===== src/rtl/ssp_irq_pkg.sv =====
package ssp_irq_pkg;
   // status word positions
   localparam int ST_TX_EMPTY  = 0;
   localparam int ST_TX_NFULL  = 1;
   localparam int ST_RX_NEMPTY = 2;
   localparam int ST_RX_FULL   = 3;
   localparam int ST_BUSY      = 4;
   localparam int ST_W         = 5;
   // interrupt word positions
   localparam int IRQ_OVR      = 0;
   localparam int IRQ_TMO      = 1;
   localparam int IRQ_RXH      = 2;
   localparam int IRQ_TXH      = 3;
   localparam int IRQ_W        = 4;
   // sticky sources occupy the low interrupt bits
   localparam int STICKY_W     = 2;
   // dma enable positions
   localparam int DMA_RX       = 0;
   localparam int DMA_TX       = 1;
   localparam int DMA_W        = 2;
endpackage


===== src/rtl/ssp_fifo_flags.sv =====
module ssp_fifo_flags
   import ssp_irq_pkg::*;
#(
   parameter int FIFO_DEPTH = 8,
   parameter int LVL_W      = $clog2(FIFO_DEPTH + 1)
) (
   input  logic [LVL_W-1:0] tx_level,
   input  logic [LVL_W-1:0] rx_level,
   input  logic             shifter_busy,
   output logic [ST_W-1:0]  status,
   output logic             rx_half,
   output logic             tx_half,
   output logic             rx_full,
   output logic             rx_nempty
);
   localparam logic [LVL_W-1:0] FULL_LVL = LVL_W'(FIFO_DEPTH);
   localparam logic [LVL_W-1:0] HALF_LVL = LVL_W'(FIFO_DEPTH / 2);

   always_comb begin
      rx_full   = (rx_level == FULL_LVL);
      rx_nempty = (rx_level != '0);
      rx_half   = (rx_level >= HALF_LVL);
      tx_half   = (tx_level <= HALF_LVL);
      status               = '0;
      status[ST_TX_EMPTY]  = (tx_level == '0);
      status[ST_TX_NFULL]  = (tx_level != FULL_LVL);
      status[ST_RX_NEMPTY] = rx_nempty;
      status[ST_RX_FULL]   = rx_full;
      status[ST_BUSY]      = shifter_busy;
   end
endmodule


===== src/rtl/ssp_tmo_timer.sv =====
module ssp_tmo_timer #(
   parameter int TMO_TICKS = 32
) (
   input  logic clk,
   input  logic rst_n,
   input  logic armed,
   input  logic rx_pop,
   input  logic bit_tick,
   output logic expire
);
   localparam int               CNT_W = $clog2(TMO_TICKS);
   localparam logic [CNT_W-1:0] LAST  = CNT_W'(TMO_TICKS - 1);
   localparam bit               POW2  = ((1 << CNT_W) == TMO_TICKS);

   logic [CNT_W-1:0] cnt_q;
   logic             hold_zero;
   logic             count_en;

   assign hold_zero = !armed || rx_pop;
   assign count_en  = bit_tick && !hold_zero;
   assign expire    = count_en && (cnt_q == LAST);

   generate
      if (POW2) begin : g_wrap
         // natural roll-over returns the count to zero after LAST
         always_ff @(posedge clk or negedge rst_n) begin
            if (!rst_n)         cnt_q <= '0;
            else if (hold_zero) cnt_q <= '0;
            else if (count_en)  cnt_q <= cnt_q + 1'b1;
         end
      end else begin : g_cmp
         always_ff @(posedge clk or negedge rst_n) begin
            if (!rst_n)         cnt_q <= '0;
            else if (hold_zero) cnt_q <= '0;
            else if (count_en)  cnt_q <= (cnt_q == LAST) ? '0 : cnt_q + 1'b1;
         end
      end
   endgenerate
endmodule


===== src/rtl/ssp_sticky_bit.sv =====
module ssp_sticky_bit (
   input  logic clk,
   input  logic rst_n,
   input  logic set,
   input  logic clr,
   output logic q
);
   // a set in the same cycle as a clear wins
   always_ff @(posedge clk or negedge rst_n) begin
      if (!rst_n)   q <= 1'b0;
      else if (set) q <= 1'b1;
      else if (clr) q <= 1'b0;
   end
endmodule


===== src/rtl/ssp_irq_regs.sv =====
module ssp_irq_regs
   import ssp_irq_pkg::*;
(
   input  logic             clk,
   input  logic             rst_n,
   input  logic             mask_we,
   input  logic [IRQ_W-1:0] mask_wdata,
   input  logic             dma_we,
   input  logic [DMA_W-1:0] dma_wdata,
   input  logic [IRQ_W-1:0] raw,
   output logic [IRQ_W-1:0] masked,
   output logic             irq,
   output logic [DMA_W-1:0] dma_req
);
   logic [IRQ_W-1:0] mask_q;
   logic [DMA_W-1:0] dma_q;

   always_ff @(posedge clk or negedge rst_n) begin
      if (!rst_n) begin
         mask_q <= '0;
         dma_q  <= '0;
      end else begin
         if (mask_we) mask_q <= mask_wdata;
         if (dma_we)  dma_q  <= dma_wdata;
      end
   end

   generate
      for (genvar i = 0; i < IRQ_W; i++) begin : g_mask
         assign masked[i] = raw[i] & mask_q[i];
      end
   endgenerate

   assign irq             = |masked;
   assign dma_req[DMA_RX] = dma_q[DMA_RX] & raw[IRQ_RXH];
   assign dma_req[DMA_TX] = dma_q[DMA_TX] & raw[IRQ_TXH];
endmodule


===== src/rtl/ssp_irq_status.sv =====
module ssp_irq_status
   import ssp_irq_pkg::*;
#(
   parameter int FIFO_DEPTH = 8,
   parameter int TMO_TICKS  = 32,
   parameter int LVL_W      = $clog2(FIFO_DEPTH + 1)
) (
   input  logic                clk,
   input  logic                rst_n,
   input  logic [LVL_W-1:0]    tx_level,
   input  logic [LVL_W-1:0]    rx_level,
   input  logic                shifter_busy,
   input  logic                rx_push,
   input  logic                rx_pop,
   input  logic                bit_tick,
   input  logic                mask_we,
   input  logic [IRQ_W-1:0]    mask_wdata,
   input  logic                clear_we,
   input  logic [STICKY_W-1:0] clear_wdata,
   input  logic                dma_we,
   input  logic [DMA_W-1:0]    dma_wdata,
   output logic [ST_W-1:0]     status_word,
   output logic [IRQ_W-1:0]    raw_irq,
   output logic [IRQ_W-1:0]    masked_irq,
   output logic                irq,
   output logic                dma_rx_req,
   output logic                dma_tx_req
);
   generate
      if (FIFO_DEPTH < 2) begin : g_bad_depth
         $error("FIFO_DEPTH must be at least 2");
      end
      if (TMO_TICKS < 2) begin : g_bad_tmo
         $error("TMO_TICKS must be at least 2");
      end
      if (LVL_W < $clog2(FIFO_DEPTH + 1)) begin : g_bad_lvl
         $error("LVL_W too narrow for FIFO_DEPTH");
      end
   endgenerate

   logic                rx_half, tx_half, rx_full, rx_nempty;
   logic                tmo_fire;
   logic [STICKY_W-1:0] sticky_set, sticky_clr, sticky_q;
   logic [DMA_W-1:0]    dma_req;

   ssp_fifo_flags #(
      .FIFO_DEPTH (FIFO_DEPTH),
      .LVL_W      (LVL_W)
   ) u_flags (
      .tx_level     (tx_level),
      .rx_level     (rx_level),
      .shifter_busy (shifter_busy),
      .status       (status_word),
      .rx_half      (rx_half),
      .tx_half      (tx_half),
      .rx_full      (rx_full),
      .rx_nempty    (rx_nempty)
   );

   ssp_tmo_timer #(
      .TMO_TICKS (TMO_TICKS)
   ) u_tmo (
      .clk      (clk),
      .rst_n    (rst_n),
      .armed    (rx_nempty),
      .rx_pop   (rx_pop),
      .bit_tick (bit_tick),
      .expire   (tmo_fire)
   );

   always_comb begin
      sticky_set          = '0;
      sticky_set[IRQ_OVR] = rx_push & rx_full;
      sticky_set[IRQ_TMO] = tmo_fire;
      sticky_clr          = clear_we ? clear_wdata : '0;
   end

   generate
      for (genvar i = 0; i < STICKY_W; i++) begin : g_sticky
         ssp_sticky_bit u_bit (
            .clk   (clk),
            .rst_n (rst_n),
            .set   (sticky_set[i]),
            .clr   (sticky_clr[i]),
            .q     (sticky_q[i])
         );
      end
   endgenerate

   always_comb begin
      raw_irq                 = '0;
      raw_irq[STICKY_W-1:0]   = sticky_q;
      raw_irq[IRQ_RXH]        = rx_half;
      raw_irq[IRQ_TXH]        = tx_half;
   end

   ssp_irq_regs u_regs (
      .clk        (clk),
      .rst_n      (rst_n),
      .mask_we    (mask_we),
      .mask_wdata (mask_wdata),
      .dma_we     (dma_we),
      .dma_wdata  (dma_wdata),
      .raw        (raw_irq),
      .masked     (masked_irq),
      .irq        (irq),
      .dma_req    (dma_req)
   );

   assign dma_rx_req = dma_req[DMA_RX];
   assign dma_tx_req = dma_req[DMA_TX];
endmodule


===== config.mk =====
export PLATFORM = sky130hd
export DESIGN_NAME = ssp_irq_status
export DESIGN_NICKNAME = d
export VERILOG_FILES = /design/src/rtl/ssp_irq_pkg.sv /design/src/rtl/ssp_fifo_flags.sv /design/src/rtl/ssp_tmo_timer.sv /design/src/rtl/ssp_sticky_bit.sv /design/src/rtl/ssp_irq_regs.sv /design/src/rtl/ssp_irq_status.sv
export SDC_FILE = /design/constraint.sdc
export NUM_CORES = 1
export LEC_CHECK = 0
export BUFFER_PORTS_ARGS = -buffer_cell sky130_fd_sc_hd__buf_2
export CAP_MARGIN = 10
export CORE_MARGIN = 4
export CORE_UTILIZATION = 42
export DETAILED_ROUTE_END_ITERATION = 8
export GPL_TIMING_DRIVEN = 0
export PLACE_DENSITY = 0.77
export SLEW_MARGIN = 20
export SYNTH_ARGS = -nofsm -noshare
export SYNTH_HDL_FRONTEND = slang
export SYNTH_SLANG_ARGS = --single-unit

===== constraint.sdc =====
create_clock -name clk -period 1.7 [get_ports clk]
set_input_delay 0.085 -clock clk [delete_from_list [all_inputs] [get_ports clk]]
set_output_delay 0.085 -clock clk [all_outputs]
set_load 0.005 [all_outputs]

Yosys cells after proc, flatten, opt, wreduce, memory -nomap -nowiden --
Cells that the tools add are included.
Word-level totals: input bits 25, word-level logic and storage cells 36, register bits after elaboration 13
Cells by class: bitwise gates (word level) 7, order comparisons 2, multiplexer cells 7, equal/unequal tests 3, reduce and logical (&&, ||, !) cells 11, add/subtract/negate cells 1
Operators with widths (number):
- 5-bit 2-to-1 mux | 2
- 1-bit AND | 7
- 2-bit nonzero test | 3
- 5-bit by 1-bit adder with 5-bit output (second input constant) | 1
- 5-bit == test (second input constant) | 1
- 4-bit == test (second input constant) | 1
- 4-bit by 3-bit greater-or-equal comparator with 1-bit output (second input constant) | 1
- 4-bit by 3-bit <= comparator with 1-bit output (second input constant) | 1
- 4-bit logical NOT | 1
- 1-bit 2-to-1 mux | 4
- 4-bit != test (second input constant) | 1
- 4-bit nonzero test | 1
- 4-bit OR reduction | 1
- 1-bit logical AND | 2
- 1-bit logical NOT | 2
- 2-bit 2-to-1 mux | 1
- 1-bit logical OR | 1

Longest topological paths before layout --
depth in word-level cells 7, depth in mapped cells 5, mapped depth without buffers 5

Cells and area by module --
From an unflattened synthesis, not the netlist that was laid out.
Second synthesis, totals: cell total of the unflattened synthesis 66, area, all modules 720.7 µm²
Modules (own cells, without submodules):
- ssp_tmo_timer | cells an instance 25, instances 1, area an instance 272.8 µm²
- ssp_irq_regs | cells an instance 19, instances 1, area an instance 270.3 µm²
- ssp_sticky_bit | cells an instance 3, instances 2, area an instance 36.3 µm²
- ssp_fifo_flags | cells an instance 11, instances 1, area an instance 71.3 µm²
- ssp_irq_status | cells an instance 5, instances 1, area an instance 33.8 µm²

Worst setup path after synthesis --
OpenSTA, ideal clock, no wires.
path kind register to register, start point register u_tmo.cnt_q[0], end point register u_tmo.cnt_q[4], setup slack 438 ps, stages on the path, launching flop included 6, arrival time 1144 ps, buffers on the path 0, required time 1582 ps, path through dfrtp_1 > ha_1 > and3_1 > ha_1 > mux2i_1 > nor2_1
Between the ends: word-level cells in the longest chain between the ends 3
RTL lines:
- start, declared | line ssp_tmo_timer.sv:15 | logic [CNT_W-1:0] cnt_q;
- start signal, assigned | line ssp_tmo_timer.sv:29 | else if (count_en) cnt_q <= cnt_q + 1'b1;
- 5-bit by 1-bit adder with 5-bit output | line ssp_tmo_timer.sv:29
- 5-bit 2-to-1 mux | line ssp_tmo_timer.sv:29
- 5-bit 2-to-1 mux | line ssp_tmo_timer.sv:28 | else if (hold_zero) cnt_q <= '0;
Every way passes these cells. The select of a mux whose other input is x is not followed. A chain may end at the register's enable or synchronous reset.

Final worst setup path --
start point register g_sticky[0].u_bit.q, end point output irq
Between the ends: word-level cells in the longest chain between the ends 2
RTL lines:
- start, declared | line ssp_sticky_bit.sv:6 | output logic q
- start signal, assigned | line ssp_sticky_bit.sv:10 | if (!rst_n) q <= 1'b0;
- start signal, assigned | line ssp_sticky_bit.sv:11 | else if (set) q <= 1'b1;
- start signal, assigned | line ssp_sticky_bit.sv:12 | else if (clr) q <= 1'b0;
- 1-bit AND | line ssp_irq_regs.sv:30 | assign masked[i] = raw[i] & mask_q[i];
- 4-bit OR reduction | line ssp_irq_regs.sv:34 | assign irq = |masked;
- end, declared | line ssp_irq_status.sv:25 | output logic irq,
Every way passes these cells.

==> flow_metrics.env <==
export IMPL_fillCellCount=130
export IMPL_num_vias=609
export IMPL_crit_type="flop to output port"
export IMPL_hold_path_class="input pin to flop"
export IMPL_outcome="complete, no violations"
export IMPL_instances_no_fill=124
export IMPL_start_util=0.4578
export IMPL_drt_iter0_markers=1
export IMPL_drc=0
export IMPL_htreeDepth=1
export IMPL_wire_per_inst_um=11.64
export IMPL_cts_path_max_buffers=2
export IMPL_rsz0062_at_grt="no"
export IMPL_period_needed_ns=1.427
export IMPL_yosysSeqAreaShare=0.4610
export IMPL_rows=14
export IMPL_p_per_area_nw_per_um2=687.8
export IMPL_dieHeight_um=48.99
export IMPL_design_area_um2=953.4
export IMPL_skew_ns=0.003518
export IMPL_cts_tree="yes"
export IMPL_grt_pass1_vias=604
export IMPL_dpl_cell_area_um2=915.9
export IMPL_path_max_fanout=3
export IMPL_die_w_um=48.99
export IMPL_antenna_found_initial=0
export IMPL_ant_nets=0
export IMPL_gp_congestion=0.6984
export IMPL_hold_viol_final=0
export IMPL_clkSinkCount=13
export IMPL_globalRouteTotalUtil=0.1330
export IMPL_diodes=0
export IMPL_cts_resized=0
export IMPL_port_buffers=38
export IMPL_syn2layout_area_growth_pct=35.11
export IMPL_setup_violations=0
export IMPL_coreArea_um2=1541
export IMPL_async_flop_share=1.000
export IMPL_setup_ws_ns=0.2730
export IMPL_finalPower_mw=0.6558
export IMPL_drive_above_1_share=0.5463
export IMPL_synth_edff_count=0
export IMPL_clk_pin_slew_ns=0.08
export IMPL_finalWirelength_um=1443
export IMPL_p_leak_nw=0.5248
export IMPL_avgViaCountPerCell=4.911
export IMPL_synth_cell_types=24
export IMPL_final_cell_mix="buf_2 (39), dfrtp_1 (13), nor2_1 (7), buf_4 (7)"
export IMPL_clock_latency_ns=0.27
export IMPL_synth_warnings=0
export IMPL_dieArea_um2=2400
export IMPL_drv_cap=0
export IMPL_syn_inst=65
export IMPL_grt_overflow=0
export IMPL_first_pass_iters=4
export IMPL_slew_viol_final=0
export IMPL_fmax_mhz=700.8
export IMPL_grt_start_max_net_pins=14
export IMPL_fin_nets=136
export IMPL_synth_area_um2=705.7
export IMPL_critPathArrivalTime_ns=1.34
export IMPL_place_inst=119
export IMPL_crit_path_start_kind="flop"
export IMPL_post_dp_hpwl_um=1246
export IMPL_place_ws_ns=0.3866
export IMPL_numCtsBuffers=3
export IMPL_crit_required_ns=1.62
export IMPL_layout_worst_path_cycle_share=0.8394
export IMPL_synthFlopType="dfrtp_1"
export IMPL_syn_nets=92
export IMPL_ys_ff_latch=13
export IMPL_slew_headroom=0.7154
export IMPL_worstMarginPinSlew_ns=0.4209
export IMPL_endpoint_kind="output port"
export IMPL_irDropWorstVdd_mv=0.4201
export IMPL_synth_area_per_cell_um2=10.86
export IMPL_root_buffer="clkbuf_4"
export IMPL_grt_pass1_wl_um=2532
export IMPL_setup_tns_ns=0
export IMPL_io_pins=41
export IMPL_final_common_cell="buf_2"
[worst paths after layout]
path	from	endpoint	slack [ns]	cells past startpoint
worst max-delay path	g_sticky[0].u_bit.q$_DFFE_PN0P_	irq	0.27	3
worst min register to register	u_regs.mask_q[2]$_DFFE_PN0P_	u_regs.mask_q[2]$_DFFE_PN0P_	0.50	1
min in group asynchronous	rst_n	u_regs.dma_q[1]$_DFFE_PN0P_	0.22	2
max in group asynchronous	rst_n	u_regs.dma_q[0]$_DFFE_PN0P_	1.27	2
worst max register to register	u_tmo.cnt_q[0]$_DFFE_PN0P_	u_tmo.cnt_q[4]$_DFFE_PN0P_	0.38	5
worst min-delay path	rx_push	g_sticky[0].u_bit.q$_DFFE_PN0P_	0.04	2
[power by group]
part,internal [mW],switching [mW]
combinational,0.0749,0.0519
clock,0.0872,0.101
sequential,0.330,0.0112
total,0.492,0.164
[critical path, cell delays in order, from the launching register on]
cell      delay (ns)
dfrtp_1         0.40
and2_1          0.18
a2111o_1        0.37
buf_2           0.13
[metrics by stage]
step	hold slack, ns	util
floorplan	-0.2106	-
global placement	-0.01850	0.5942
detailed placement	-0.01654	0.5942
CTS	0.03103	0.6185
global route	0.02301	0.6185
finish	0.03889	0.6185
[synthesized netlist by cell type (2+ instances only)]
master / n / area share
dfrtp_1: 13 / 0.46
nand2_1: 6 / 0.032
mux2i_1: 2 / 0.028
buf_4: 7 / 0.074
and2_1: 4 / 0.035
xor2_1: 2 / 0.025
ha_1: 2 / 0.035
nor2b_1: 2 / 0.018
nor2_1: 7 / 0.037
mux2_2: 6 / 0.096
[logic make-up after synthesis]
logic type / synth area share
AO/OA/AOI/OAI: 0.05143
XOR/XNOR: 0.03724
adder cells (fa/ha/maj): 0.03546
buffers and inverters: 0.08687
flip-flops: 0.4610
multiplexers: 0.1241
AND/OR/NAND/NOR: 0.2039
[registers in the layout, indices dropped and copies added (netlist names)]
signal	flops
u_tmo.cnt_q	5
u_regs.dma_q	2
g_sticky.u_bit.q	2
u_regs.mask_q	4
[area by class of cell]
cell class,instances,area (µm²),area share
multi-input combinational,43,319.1,0.3346
clock inverter,1,5.005,0.005249
clock buffer,3,22.52,0.02362
buffer,8,57.56,0.06037
tap,16,20.02,0.02100
timing repair buffer,39,200.2,0.2100
sequential,13,325.3,0.3412
inverter,1,3.754,0.003937
[metal layers]
layer	GRT usage	up-vias	share of wire
li1	-	302	-
met1	0.1385	278	0.40
met2	0.2261	27	0.48
met3	0.07339	2	0.12
met4	0.04036	0	0.0090
met5	0	-	0
[what timing repair did]
item / 4_1_cts / 5_1_grt
buffers inserted: 0 / 0
hold buffers: 1 / 0
hold endpoints to repair: 13 / 0
Power figures use the tool's default switching activity.
